[config.mk]
export PLATFORM = sky130hd
export DESIGN_NAME = mux_bus_regs
export DESIGN_NICKNAME = d
export VERILOG_FILES = /design/src/rtl/mux_bus_regs.sv
export SDC_FILE = /design/constraint.sdc
export NUM_CORES = 1
export LEC_CHECK = 0
export BUFFER_PORTS_ARGS = -buffer_cell sky130_fd_sc_hd__clkbuf_2
export CORE_MARGIN = 5
export CORE_UTILIZATION = 40
export CTS_CLUSTER_DIAMETER = 30
export DETAILED_ROUTE_END_ITERATION = 16
export GPL_ROUTABILITY_DRIVEN = 0
export HOLD_SLACK_MARGIN = 0.05
export SLEW_MARGIN = 25
export SYNTH_ARGS = -nofsm -noshare
export SYNTH_HDL_FRONTEND = slang
export SYNTH_SLANG_ARGS = --single-unit
[constraint.sdc]
create_clock -name clk -period 2.9 [get_ports clk]
set_input_delay 0.145 -clock clk [delete_from_list [all_inputs] [get_ports clk]]
set_output_delay 0.145 -clock clk [all_outputs]
set_load 0.01 [all_outputs]
[src/rtl/mux_bus_regs.sv]
module mux_bus_regs #(
  parameter logic [3:0] SEL_NIB = 4'b0010,
  parameter int NREG = 8
) (
  input  logic        clk,
  input  logic        rst_n,
  input  logic        as_n,
  input  logic        ds_n,
  input  logic        rw,
  input  logic        cs_n,
  input  logic [7:0]  ad_in,
  output logic [7:0]  ad_out,
  output logic        ad_oe,
  input  logic        st_busy,
  input  logic        st_alarm,
  input  logic        st_main_x39,
  input  logic        st_aux_x39,
  input  logic        st_vsync,
  output logic        exec_o,
  output logic [63:0] regs_o
);
  localparam int IW = $clog2(NREG);

  logic [2:0] as_sy, ds_sy;
  logic [8:0] addr_q;
  logic [7:0] rf [NREG];
  logic       exec_q;

  always_ff @(posedge clk or negedge rst_n)
    if (!rst_n) begin
      as_sy <= 3'b111;
      ds_sy <= 3'b111;
    end else begin
      as_sy <= {as_sy[1:0], as_n};
      ds_sy <= {ds_sy[1:0], ds_n};
    end

  wire as_fall = as_sy[2] & ~as_sy[1];
  wire ds_fall = ds_sy[2] & ~ds_sy[1];
  wire ds_rise = ~ds_sy[2] & ds_sy[1];
  wire ds_act  = ~ds_sy[1];

  always_ff @(posedge clk or negedge rst_n)
    if (!rst_n) addr_q <= 9'h100;
    else if (as_fall) addr_q <= {cs_n, ad_in};

  wire [IW-1:0] idx = addr_q[IW-1:0];
  wire          xqr = addr_q[3];
  wire          sel = ~addr_q[8] & (addr_q[7:4] == SEL_NIB);
  wire          wr_ok = ds_fall & sel & ~rw & ~((idx == '0) & st_busy);

  always_ff @(posedge clk or negedge rst_n)
    if (!rst_n) begin
      for (int i = 0; i < NREG; i++) rf[i] <= '0;
    end else if (wr_ok) begin
      rf[idx] <= ad_in;
    end

  always_ff @(posedge clk or negedge rst_n)
    if (!rst_n) exec_q <= 1'b0;
    else        exec_q <= ds_rise & sel & xqr;

  wire [7:0] status = {st_busy, st_alarm, st_main_x39, st_aux_x39, 1'b0, st_vsync, 2'b00};

  assign ad_oe  = sel & rw & ds_act;
  assign ad_out = (idx == '0) ? status : rf[idx];
  assign exec_o = exec_q;

  for (genvar g = 0; g < NREG; g++) begin : g_pack
    assign regs_o[8*g +: 8] = rf[g];
  end

  a_r9_single_pulse: assert property (@(posedge clk) disable iff (!rst_n)
    exec_o |=> !exec_o);

  a_r9_exec_needs_sel: assert property (@(posedge clk) disable iff (!rst_n)
    exec_o |-> sel);

  a_r8_unselected_hold: assert property (@(posedge clk) disable iff (!rst_n)
    !sel |=> $stable(regs_o));

  a_r7_busy_blocks_cmd: assert property (@(posedge clk) disable iff (!rst_n)
    !$stable(regs_o[7:0]) |-> !$past(st_busy));

  a_r5_oe_read_quiet: assert property (@(posedge clk) disable iff (!rst_n)
    (ad_oe && $past(ad_oe)) |-> $stable(regs_o));
endmodule

* After elaboration in Yosys (flattened, before gate mapping)
Cells that the tools add are included.
** Word-level totals
- Output and inout bits :: 74
- Register bits after elaboration :: 80
** Cells by class
- Bitwise logic cells :: 19
- Equality and inequality tests :: 1
- Magnitude comparators :: 2
- Reductions and logical operators :: 2
- Mux-type cells :: 7
** Operators with widths (number)
- bitwise mux 64 bit :: 1
- two-way mux 8 bit :: 4
- binary-select mux 8 bit (select 3 bit) :: 1
- demux 8 bit (select 3 bit) :: 1
- bitwise AND 1 bit :: 12
- inverter 1 bit :: 6
- == test 4 x 2 -> 1 bit (second input constant) :: 1
- greater-or-equal comparator 4 bit (second input constant) :: 1
- < comparator 4 x 1 -> 1 bit (second input constant) :: 1
- inverter 3 -> 4 bit :: 1
- zero test 3 bit :: 1
- logical AND 1 bit :: 1

* Longest topological paths before layout
- Depth in word-level cells :: 6
- Depth in mapped cells :: 5
- Mapped depth without buffers :: 3

* Worst setup path before layout
OpenSTA, ideal clock, no wires.
- Kind :: flip-flop to flip-flop
- Start :: register ds_sy[2]
- End :: register rf, in the netlist regs_o[48]
- Clock period less this slack :: 2.213 ns
- Slack :: 0.687 ns
- Cell stages (with the launch flop) :: 6
- Library setup time :: 0.125 ns
- Arrival time :: 2.088 ns
- Cells stage by stage :: dfstp_2 or4bb_1 buf_6 or4_4 buf_6 mux2_4
** Between the ends
- Longest elaborated chain between the ends :: 4
** RTL lines
- start, declared :: line 24 : logic [2:0] as_sy, ds_sy;
- start signal, assigned :: line 35 : ds_sy <= {ds_sy[1:0], ds_n};
- bitwise AND 1 bit :: line 39 : wire ds_fall = ds_sy[2] & ~ds_sy[1];
- bitwise AND 1 bit (3 in series) :: line 50 : wire wr_ok = ds_fall & sel & ~rw & ~((idx == '0) & st_busy);
- end signal, assigned by index :: line 56 : rf[idx] <= ad_in;
- end, declared :: line 26 : logic [7:0] rf [NREG];
No other way between the ends.
A chain may end at the register's enable or synchronous reset.

* Worst setup path in the final report
- Start :: register ds_sy[2]
- End :: register rf, in the netlist regs_o[6]
Same word-level chain as after synthesis.

==> qor.txt <==
outcome: finished clean
Synth Flop Type: dfrtp_1
die area: 0.0111 mm2
hold_buf cts: 4
slew at the pin closest to its max-slew limit: 0.904 ns
# diodes: 0
Commonest cells post-synth: dfrtp_1 (73), mux2_2 (53), mux2_4 (24)
final hold violations: 0
share of cells above drive strength 1: 62.8%
RSZ-0062 raised after global routing: false
DRC: 0
CP Class: reg2reg
clock skew: 0.0170 ns
first-pass GRT wire length: 15.0 mm
CTS resizes: 0
Global Route Usage Sum: 17.4%
YS warnings: 0
Core Rows: 34
WHS: 0.147 ns
I/O pins: 93
worst IR drop on VDD: 0.000282 V
Congestion Overflow GR: 0
min-delay worst type: in2reg
final core utilization: 51.0%
final instance area: 0.00449 mm2
Crit path buffers/inverters: 0
Vias per Instance: 5.27
CTS buffer count: 9
Initial DRC Count: 100
Mapped Area: 0.00365 mm2
Final WS setup: 0.473 ns
Crit path arrival time: 2.65 ns
total power: 2.45 mW
post-route minimum period: 2.43 ns
Port Buf Inserts: 92
starting density of the core: 41.5%
cells along the critical path: or4bb_1, nor4_4, mux2_2
largest net degree at the start of global routing: 81
clk sinks: 80
final count of negative-setup-slack endpoints: 0
max-slew violations: 0
critical path launch point type: register
Fmax achieved: 412 MHz
Clk Latency, worst-skew pair: 0.35 ns
largest cells by area after synthesis: dfrtp_1 (50%), mux2_2 (16%), mux2_4 (9.9%)
initial antenna violation count: 0
crit path max fanout: 8
Critical Path RT: 3.13 ns
Syn Inst Count: 236
area delta synth->final: 23.0%
EDFF count, synth: 0
Synth async-reset ratio: 100%
flops & latches, synth: 80
leakage power: 2.27 nW
Max-Cap Viols: 0
pre-CTS setup slack: 0.411 ns
die height: 106 um
wirelength, routed: 9.06 mm
ANT nets after route: 0
max incr delay on CP: 0.71 ns
syn nets: 255
drt first pass iters: 4
multi-input logic area: 0.00157 mm2
Placed Cells incl. Taps: 432
final std cells w/o fill: 452
post-route clock period utilization: 83.7%
Max Root-Sink Buffers: 2
setup TNS: 0 ns
Vias: 2380
core area: 0.00881 mm2
placed inst area: 0.00424 mm2
top-area cell type share of the netlist area: 50.0%
CTS tree: built
Reg area: 0.00201 mm2
syn avg cell area: 15.5 um2
Final Net Count: 358
CP Capture Type: register
H-tree depth: 3
# fillers: 785
Synth area leader: dfrtp_1
CP delay by family, top: simple AND/OR/NAND/NOR gates
Slew Limit Headroom: 39.6%
number of global-route vias before repair: 2562
count leader, synth: dfrtp_1
routed len/inst: 20.0 um
Die Width: 106 um
Reg clk slew, reported paths: 0.08 ns
dpl hpwl: 6.35 mm
Cell Pwr Density: 547 mW/mm2
critical path's slowest cell: nor4_4
total setup buffers inserted after CTS: 0
Netlist cell types: 29
CTS root buffer: clkbuf_8
sequential element share of the synthesized area: 55.1%
-- worst min-delay path, stage by stage --
cell and delay [ns]:
clkbuf_2 0.15, nand2_1 0.08, o21ai_0 0.07
-- worst paths after layout --
check / end / slack, ns / depth (start not counted) / startpoint
min: addr_q[0]$_DFFE_PN0P_ / 0.15 / 3 / ad_in[0]
max: regs_o[6]$_DFFE_PN0P_ / 0.47 / 3 / ds_sy[2]$_DFF_PN1_
max in group asynchronous: addr_q[6]$_DFFE_PN0P_ / 2.00 / 2 / rst_n
min in group asynchronous: regs_o[13]$_DFFE_PN0P_ / 0.40 / 2 / rst_n
max reg2reg: regs_o[6]$_DFFE_PN0P_ / 0.47 / 3 / ds_sy[2]$_DFF_PN1_
min reg2reg: ds_sy[1]$_DFF_PN1_ / 0.36 / 0 / ds_sy[0]$_DFF_PN1_
-- per-layer routing --
layer | vias to the layer above | track usage (%) | routed length (um)
li1 | 1080 | - | -
met1 | 1232 | 24.0 | 4120
met2 | 56 | 27.9 | 4430
met3 | 12 | 3.48 | 369
met4 | 0 | 5.55 | 136
met5 | - | 0 | 0
-- sequential cells by signal, indices dropped and copies added, names as in the netlist --
register,count
addr_q,9
as_sy,3
ds_sy,3
exec_o,1
regs_o,64
-- final cells by class --
cell class	instances	share of cell area, %
repair buffers	104	12.6
clock inverters	6	1.50
well taps	108	3.01
inverters	2	0.167
multi-input cells	142	34.9
clock buffers	10	3.06
flip-flops and latches	80	44.8
-- cells in the final DEF (no fill, tap or decap), drive strengths merged, types with 3 or more instances in the layout --
cell	instances
nor2	7
inv	3
a221oi	5
nor4	4
dfstp	7
or4	4
buf	9
nor2b	4
nand2	16
dlygate4sd3	4
mux2	77
mux4	11
dfrtp	73
clkbuf	101
-- report_power, final --
group	switching, mW	total [mW]	internal (mW)
clock	0.415	0.840	0.424
sequential	0.0597	1.24	1.18
combinational	0.197	0.375	0.178
total	0.672	2.45	1.78
-- cells by family (layout without fill, tap and decap cells) --
group                  count (synthesis)  in the layout  synth area share, %
AO/OA/AOI/OAI                          9              9                 1.85
AND/OR/NAND/NOR                       45             45                 8.02
flip-flops                            80             80                 55.1
multiplexers                          88             88                 33.0
buffers and inverters                 14            122                 2.09
(Power assumes the default switching activity.)
